$ cat src/rtl/spi_dbuf_port.sv
module spi_dbuf_port #(
  parameter int W         = 8,
  parameter int HALF_FAST = 2,
  parameter int HALF_MID  = 8,
  parameter int HALF_SLOW = 32
) (
  input  logic         clk,
  input  logic         rst_n,
  input  logic         cfg_master,
  input  logic         cfg_cpol,
  input  logic         cfg_cke,
  input  logic         cfg_smp,
  input  logic [1:0]   cfg_rate,
  input  logic         cfg_ss_en,
  input  logic         host_wr,
  input  logic [W-1:0] host_wdata,
  input  logic         host_rd,
  output logic [W-1:0] host_rdata,
  input  logic         clr_wcol,
  input  logic         clr_ovf,
  input  logic         clr_irq,
  output logic         stat_bf,
  output logic         stat_wcol,
  output logic         stat_ovf,
  output logic         irq,
  output logic         busy,
  output logic         sck_out,
  output logic         sck_oe,
  input  logic         sck_in,
  input  logic         ss_n,
  input  logic         sdi,
  output logic         sdo,
  output logic         sdo_oe
);

  localparam int BW   = $clog2(W + 1);
  localparam int KW   = $clog2(2 * W + 2);
  localparam int DIVW = $clog2(HALF_SLOW);

  logic [W-1:0]    shreg, rbuf, sh_next;
  logic [BW-1:0]   bitcnt;
  logic [KW-1:0]   k, e;
  logic [DIVW-1:0] divcnt, half_m1;
  logic            m_busy, sck_ph, sdo_q;
  logic [1:0]      sck_sy, ss_sy, sdi_sy;
  logic            sck_d;

  always_comb begin
    case (cfg_rate)
      2'd0:    half_m1 = DIVW'(HALF_FAST - 1);
      2'd1:    half_m1 = DIVW'(HALF_MID - 1);
      default: half_m1 = DIVW'(HALF_SLOW - 1);
    endcase
  end

  assign e = k + 1'b1;

  logic m_tick, m_cap, m_launch, m_end;
  assign m_tick   = m_busy & (divcnt == half_m1);
  assign m_cap    = m_tick & (e[0] == (cfg_cke ^ cfg_smp)) & (bitcnt != BW'(W))
                  & ~((e == KW'(1)) & ~cfg_cke);
  assign m_launch = m_tick & (e[0] == ~cfg_cke) & (e <= KW'(2 * W));
  assign m_end    = m_tick & (e == KW'(2 * W + 1));

  logic s_act, lead, trail, s_cap, s_launch, s_done;
  assign s_act    = ~cfg_ss_en | ~ss_sy[1];
  assign lead     = (sck_d == cfg_cpol) & (sck_sy[1] != cfg_cpol);
  assign trail    = (sck_d != cfg_cpol) & (sck_sy[1] == cfg_cpol);
  assign s_cap    = ~cfg_master & s_act & (cfg_cke ? lead : trail);
  assign s_launch = ~cfg_master & s_act & (cfg_cke ? trail : lead);
  assign s_done   = s_cap & (bitcnt == BW'(W - 1));

  logic cap, launch, done, sdi_in, load, coll;
  assign cap    = cfg_master ? m_cap : s_cap;
  assign launch = cfg_master ? m_launch : s_launch;
  assign done   = cfg_master ? m_end : s_done;
  assign sdi_in = cfg_master ? sdi : sdi_sy[1];
  assign busy   = cfg_master ? m_busy : (bitcnt != '0);
  assign load   = host_wr & ~busy;
  assign coll   = host_wr & busy;

  assign sh_next = cap ? {shreg[W-2:0], sdi_in} : shreg;

  always_ff @(posedge clk or negedge rst_n) begin
    if (!rst_n) begin
      sck_sy <= '0;
      sck_d  <= 1'b0;
      ss_sy  <= 2'b11;
      sdi_sy <= '0;
    end else begin
      sck_sy <= {sck_sy[0], sck_in};
      sck_d  <= sck_sy[1];
      ss_sy  <= {ss_sy[0], ss_n};
      sdi_sy <= {sdi_sy[0], sdi};
    end
  end

  always_ff @(posedge clk or negedge rst_n) begin
    if (!rst_n) begin
      shreg  <= '0;
      sdo_q  <= 1'b0;
      bitcnt <= '0;
    end else begin
      if (load)        shreg <= host_wdata;
      else if (cap)    shreg <= sh_next;

      if (load)        sdo_q <= host_wdata[W-1];
      else if (launch) sdo_q <= cap ? shreg[W-2] : shreg[W-1];

      if (!cfg_master && !s_act)  bitcnt <= '0;
      else if (load && cfg_master) bitcnt <= '0;
      else if (done)               bitcnt <= '0;
      else if (cap)                bitcnt <= bitcnt + 1'b1;
    end
  end

  always_ff @(posedge clk or negedge rst_n) begin
    if (!rst_n) begin
      m_busy <= 1'b0;
      k      <= '0;
      divcnt <= '0;
      sck_ph <= 1'b0;
    end else begin
      if (load && cfg_master) begin
        m_busy <= 1'b1;
        k      <= '0;
        divcnt <= '0;
      end else if (m_tick) begin
        divcnt <= '0;
        k      <= e;
        if (m_end) m_busy <= 1'b0;
      end else if (m_busy) begin
        divcnt <= divcnt + 1'b1;
      end

      if (m_tick && (e <= KW'(2 * W))) sck_ph <= ~sck_ph;
      else if (!m_busy)                sck_ph <= 1'b0;
    end
  end

  always_ff @(posedge clk or negedge rst_n) begin
    if (!rst_n) begin
      rbuf      <= '0;
      stat_bf   <= 1'b0;
      stat_ovf  <= 1'b0;
      stat_wcol <= 1'b0;
      irq       <= 1'b0;
    end else begin
      if (done && (!stat_bf || host_rd)) rbuf <= sh_next;

      if (done)         stat_bf <= 1'b1;
      else if (host_rd) stat_bf <= 1'b0;

      if (done && stat_bf && !host_rd) stat_ovf <= 1'b1;
      else if (clr_ovf)                stat_ovf <= 1'b0;

      if (done)         irq <= 1'b1;
      else if (clr_irq) irq <= 1'b0;

      if (coll)          stat_wcol <= 1'b1;
      else if (clr_wcol) stat_wcol <= 1'b0;
    end
  end

  assign host_rdata = rbuf;
  assign sck_out    = sck_ph ^ cfg_cpol;
  assign sck_oe     = cfg_master;
  assign sdo        = sdo_q;
  assign sdo_oe     = cfg_master | s_act;

endmodule

$ cat config.mk
export PLATFORM = sky130hd
export DESIGN_NAME = spi_dbuf_port
export DESIGN_NICKNAME = d
export VERILOG_FILES = /design/src/rtl/spi_dbuf_port.sv
export SDC_FILE = /design/constraint.sdc
export NUM_CORES = 1
export LEC_CHECK = 0
export ABC_AREA = 1
export BUFFER_PORTS_ARGS = -buffer_cell sky130_fd_sc_hd__buf_4
export CAP_MARGIN = 15
export CORE_MARGIN = 8
export CORE_UTILIZATION = 55
export CTS_CLUSTER_DIAMETER = 30
export DETAILED_ROUTE_END_ITERATION = 7
export HOLD_SLACK_MARGIN = 0.08
export PLACE_DENSITY = 0.77
export REMOVE_ABC_BUFFERS = 1
export SKIP_LAST_GASP = 1
export SYNTH_ARGS = -nofsm -noshare
export SYNTH_HDL_FRONTEND = slang
export SYNTH_SLANG_ARGS = --single-unit
$ cat constraint.sdc
create_clock -name clk -period 2.4 [get_ports clk]
set_input_delay 0.12 -clock clk [delete_from_list [all_inputs] [get_ports clk]]
set_output_delay 0.12 -clock clk [all_outputs]
set_load 0.01 [all_outputs]
==> results of run 1 <==
routing by layer:
layer / wire [um] / vias up
met5: 0 / -
met4: 59 / 0
met3: 263 / 5
met2: 2429 / 39
met1: 2280 / 887
li1: - / 994
worst paths after layout:
path,from,endpoint,slack (ns),depth (start not counted)
worst min register to register,ss_sy[0],ss_sy[1],0.36,0
max in group asynchronous,rst_n,divcnt[2],1.67,2
worst min-delay path,host_rd,stat_bf,0.11,4
worst max-delay path,k[0],shreg[0],0.36,12
min in group asynchronous,rst_n,sck_ph,0.34,2
worst max register to register,k[0],shreg[0],0.36,12
state kept, by name, summed over array words and instances, names as in the netlist:
signal	flops
bitcnt	4
divcnt	5
host_rdata	8
irq	1
k	5
m_busy	1
sck_d	1
sck_ph	1
sck_sy	2
sdi_sy	2
sdo	1
shreg	8
ss_sy	2
stat_bf	1
stat_ovf	1
stat_wcol	1
cell families (layout without fill, tap and decap cells):
group,count (synthesis),count (layout),share of synthesized area (%)
AO/OA/AOI/OAI,34,34,8.749
XOR/XNOR,9,9,3.704
adder cells (fa/ha/maj),6,6,3.221
buffers and inverters,45,105,8.534
flip-flops,44,44,47.34
AND/OR/NAND/NOR,143,143,28.45
layout make-up:
cell class              instances  area [um2]  share of cell area [%]
inverters                      39       150.1                   5.172
flip-flops and latches         44        1104                   38.02
clock inverters                 1       8.758                  0.3017
multi-input cells             192        1028                   35.43
well taps                      50       62.56                   2.155
clock buffers                   7       76.32                   2.629
repair buffers                 58       473.0                   16.29
what timing repair did:
action / in CTS / in global routing
setup endpoints to repair: 0 / 1
buffers inserted: 0 / 2
hold buffers: 15 / 0
hold endpoints to repair: 55 / 0
gates resized for setup: 0 / 1
per-stage QoR:
step	utilization, %	total power, mW	hold WS [ns]
4_1_cts	71.58	2.717	0.1082
5_1_grt	72.05	2.954	0.1151
3_5_place_dp	65.75	2.229	0.1477
3_3_place_gp	65.75	2.190	0.1460
6_report	72.05	2.717	0.1071
2_1_floorplan	-	1.869	-0.1756
worst max-delay path, delay by kind of cell, from the launching register on:
family / cells / cell delay, ns
and+or+nand+nor: 9 / 0.79
DFF: 1 / 0.46
xor gates and xnor gates: 1 / 0.30
buffers and inverters: 1 / 0.13
adders and majority gates: 1 / 0.26
synthesized netlist by cell type, types with 2 or more instances:
| library cell | instances |
|---|---|
| inv_2 | 3 |
| xnor2_1 | 2 |
| inv_1 | 36 |
| o21ai_0 | 13 |
| buf_4 | 2 |
| nand2_4 | 2 |
| ha_1 | 6 |
| o22ai_1 | 2 |
| buf_6 | 3 |
| nand3_2 | 3 |
| o21ai_1 | 3 |
| o31ai_1 | 2 |
| nand4_1 | 4 |
| a31oi_1 | 2 |
| nor2_2 | 3 |
| nand3_1 | 16 |
| dfstp_2 | 2 |
| nand2_2 | 4 |
| dfrtp_1 | 42 |
| xor2_1 | 6 |
| nor2_1 | 14 |
| a21oi_1 | 5 |
| nand2_1 | 90 |
| o21ai_2 | 5 |
power by group through the flow:
| stage | clock network (mW) | logic (mW) | registers (mW) |
|---|---|---|---|
| after floorplan | 0 | 0.710 | 1.16 |
| after global placement | 0 | 1.03 | 1.16 |
| after detailed placement | 0 | 1.06 | 1.17 |
| after CTS | 0.465 | 1.09 | 1.16 |
| after global routing | 0.507 | 1.25 | 1.20 |
| final | 0.456 | 1.10 | 1.16 |
==> qor.yml, run 1 <==
status: "finished clean"
critPathRequiredTime_ns: 2.60
gp_congestion: 0.9030
yosysWarnings: 0
p_per_area_mw_per_mm2: 935.9
dp_slack_ns: 0.2553
vias_per_cell: 4.923
netlist_top_cells_area: "dfrtp_1, nand2_1, inv_1"
ir_drop_mv: 0.5527
cts_tree: "built"
clock_latency_ns: 0.30
finalWirelength_um: 5032
slew_violations: 0
syn_area_per_cell_um2: 8.295
swShare_pct: 39.36
place_inst: 366
grt_start_max_net_pins: 45
n_antenna_cell: 0
fill_cells: 325
worstMarginPinSlew_ns: 0.5477
vias: 1925
pwr-share-seq_pct: 42.8
dr.pass1.iters: 4
slowest_stage: "dfrtp_1"
setup_viol: 0
worstPathCellList: "ha_1, nand3_1, xor2_2, nor2_1, nand2_1, nand2_2, nand2_4, inv_1, nand2_1, nand2_1, nand2_1, nand2_1"
async_flop_share_pct: 100.0
p_int_mw: 1.647
antenna_found_initial: 0
hold_path_class: "in -> reg"
cts_buffer_depth: 2
fp.dieH_um: 81.10
critPathMaxFanout: 19
path_clk_slew_ns: 0.08
yosys.area.top_type: "dfrtp_1"
p_comb_share_pct: 40.4
final_cell_mix: "nand2_1, buf_4, dfrtp_1"
clockRootBuffer: "clkbuf_8"
design_area_mm2: 0.002903
layoutNonFillerInstCount: 391
cts.sinks: 44
min_period_over_period_pct: 84.83
grtUsageTotal_pct: 17.03
final_common_cell: "nand2_1"
worst_slack_ns: 0.3641
slowest_delay_ns: 0.46
syn_area_mm2: 0.002331
die-area_mm2: 0.006577
p_switching_mw: 1.069
use_met1_pct: 22.25
critical_path.startpoint_type: "register"
fin_setup_tns_ns: 0
power_frac_clock_pct: 16.8
gr-total-overflow: 0
synth_edf_count: 0
area_growth_pct: 24.53
placementRows: 23
drive_above_1_share_pct: 22.87
hold_violations: 0
drc_errors: 0
met2_usage_pct: 26.22
finClkSkew_ns: 0.007392
first_global_vias: 1884
synth_cell_type_count: 35
ios: 42
max_cap_violations: 0
grt_setup_unrepaired: "no"
die_w_um: 81.10
first_iter_violations: 115
yosysSeqAreaShare_pct: 47.34
initial_core_util_pct: 57.86
ys_ff_latch: 44
end_kind: "register"
wire_per_inst_um: 12.87
cts_inserted_buffers: 5
core_area_mm2: 0.004029
dp_hpwl_um: 3730
p_leak_nw: 1.501
synthFlopType: "dfrtp_1"
nNetsFinal: 371
placement.io_buffers: 41
met3_usage_pct: 5.740
max_freq_ghz: 0.4912
cp.arrival_ns: 2.23
grt_pass1_wl_um: 8756
synth_cells: 281
top_usage_layer: "met2"
synth.top_cell.area_share_pct: 45.09
critPathKind: "reg -> reg"
drtAntennaViolNets: 0
max_slew_margin_pct: 63.49
htree_levels: 2
period_minus_slack_ns: 2.036
crit_top_cell: "nand2_1"
post_dp_cell_area_mm2: 0.002649
Power figures use the tool's default switching activity.
==> run 2: changes to the inputs <==
- clock period: 2.4 -> 1.9 ns (I/O delays scaled with it)
==> run 2 against run 1 <==
Effect of this change: final cell count is 3.8% higher; first-iteration DRC count is 14% lower; global-route usage is 0.24 points higher; clock skew is 0.0013 ns higher; non-clock buffer count is 14 higher; maximum frequency is 9.2% higher; utilization is 5.1 points higher; clock power is 28% higher; via count is 8.7% higher; final area is 7.0% higher; critical path type unchanged; highest routed layer unchanged.
==> qor.yml, run 2 (synthesized netlist as in run 1, its figures left out) <==
status: "finished clean"
fill_cells: 294  # -9.5%
drc_errors: 0  # unchanged
dp_slack_ns: 0.06350  # -0.1918 ns
worst_slack_ns: 0.03484  # -0.3293 ns
critPathRequiredTime_ns: 2.14  # -0.46 ns
gr-total-overflow: 0  # unchanged
p_leak_nw: 1.606  # +7.0%
cp.arrival_ns: 2.11  # -0.12 ns
dr.pass1.iters: 4  # unchanged
area_growth_pct: 33.28
grt_setup_unrepaired: "yes"
period_minus_slack_ns: 1.865  # -0.1707 ns
cts_buffer_depth: 2  # unchanged
critical_path.startpoint_type: "register"
setup_viol: 0  # unchanged
fp.dieH_um: 81.10  # unchanged
htree_levels: 2  # unchanged
n_antenna_cell: 0  # unchanged
slew_violations: 0  # unchanged
final_common_cell: "nand2_1"
gp_congestion: 0.8503  # -5.8%
place_inst: 376  # +2.7%
first_global_vias: 1961  # +4.1%
wire_per_inst_um: 14.00  # +8.7%
clock_latency_ns: 0.30  # about the same
nNetsFinal: 386  # +4.0%
end_kind: "register"
drive_above_1_share_pct: 30.06  # +7.2 points
die_w_um: 81.10  # unchanged
ir_drop_mv: 0.8844  # +60%
first_iter_violations: 99  # -14%
grtUsageTotal_pct: 17.27  # +0.24 points
max_slew_margin_pct: 63.36  # -0.13 points
vias_per_cell: 5.155  # +4.7%
max_cap_violations: 0  # unchanged
drtAntennaViolNets: 0  # unchanged
dp_hpwl_um: 3826  # +2.5%
initial_core_util_pct: 57.86  # unchanged
grt_start_max_net_pins: 45  # unchanged
p_per_area_mw_per_mm2: 1182  # +26%
layoutNonFillerInstCount: 406  # +3.8%
post_dp_cell_area_mm2: 0.002724  # +2.8%
vias: 2093  # +8.7%
holdWs_ns: 0.1063  # -0.0007660 ns
cts.sinks: 44  # unchanged
core_area_mm2: 0.004029  # unchanged
worstMarginPinSlew_ns: 0.5496  # +0.001952 ns
design_area_mm2: 0.003107  # +7.0%
path_clk_slew_ns: 0.08  # about the same
grt_pass1_wl_um: 8997  # +2.8%
final_cell_mix: "nand2_1, buf_4, dfrtp_1"
critPathMaxFanout: 6  # -13
antenna_found_initial: 0  # unchanged
cts_tree: "built"
placement.io_buffers: 41  # unchanged
hold_path_class: "in -> reg"
ios: 42  # unchanged
cts_inserted_buffers: 5  # unchanged
finalWirelength_um: 5682  # +13%
max_freq_ghz: 0.5361  # +9.2%
min_period_over_period_pct: 98.17  # +13 points
die-area_mm2: 0.006577  # unchanged
placementRows: 23  # unchanged
hold_violations: 0  # unchanged
critPathKind: "reg -> reg"
finClkSkew_ns: 0.008738  # +0.001346 ns
finalPower_mw: 3.673  # +35%
clockRootBuffer: "clkbuf_8"
==> run 2: changes by cell type in the layout (fill, tap and decap cells not counted), sizes merged <==
cell	before	now
buf	43	56
nand2	96	97
clkinvlp	1	0
clkbuf	7	6
inv	38	39
clkinv	1	3
==> run 2: final timing paths <==
path	depth (start not counted)	slack (ns)	endpoint	from
min in group asynchronous	2	0.31	sck_ph	rst_n
min reg2reg	0	0.35	sck_sy[1]	sck_sy[0]
max	15	0.03	host_rdata[1]	k[1]
max in group asynchronous	2	1.18	divcnt[2]	rst_n
max reg2reg	15	0.03	host_rdata[1]	k[1]
min	4	0.11	stat_bf	host_rd
==> run 2: metal layers <==
metal | global-route usage, % | routed length (um) | vias up
li1 | - | - | 1033
met3 | 5.629 | 357 | 8
met5 | 0 | 0 | -
met4 | 5.179 | 67 | 0
met1 | 22.37 | 2461 | 984
met2 | 26.94 | 2796 | 68
==> run 2: critical path: stages (launching register included) <==
cell and delay, ns:
dfrtp_1 0.40, ha_2 0.20, inv_1 0.05, nand2_1 0.05, nand2_2 0.08, nand3_2 0.10
nor2_4 0.17, nand2_2 0.08, nand2_4 0.12, nand2_8 0.08, buf_8 0.15, inv_8 0.06
nand2_4 0.04, nand2_2 0.08, nand2_1 0.07, nand2_1 0.08
==> run 2: layout make-up <==
cell class	instances	area, um2	area share, %
flip-flops and latches	44	1105	35.56
repair buffers	72	603.1	19.41
clock inverters	3	18.77	0.6041
well taps	50	62.56	2.014
inverters	39	153.9	4.954
clock buffers	5	68.82	2.215
multi-input cells	193	1095	35.24
==> run 2: metrics by stage <==
step,setup TNS (ns),utilization (%)
finish,0,77.11
global route,-0.2676,77.11
CTS,0,73.51
detailed placement,0,67.61
global placement,0,67.61
floorplan,0,-
==> run 2: report_power, final <==
part,switching [mW],leakage (nW),internal [mW]
Clock,0.329,0.0479,0.256
Combinational,0.900,1.00,0.729
Sequential,0.227,0.557,1.23
==> run 2: timing repair <==
| action | CTS | global route |
|---|---|---|
| hold buffers | 15 | 0 |
| endpoints found under the setup margin | 0 | 18 |
| setup buffers | 0 | 5 |
| hold endpoints to repair | 55 | 0 |
| gates resized for setup | 0 | 23 |
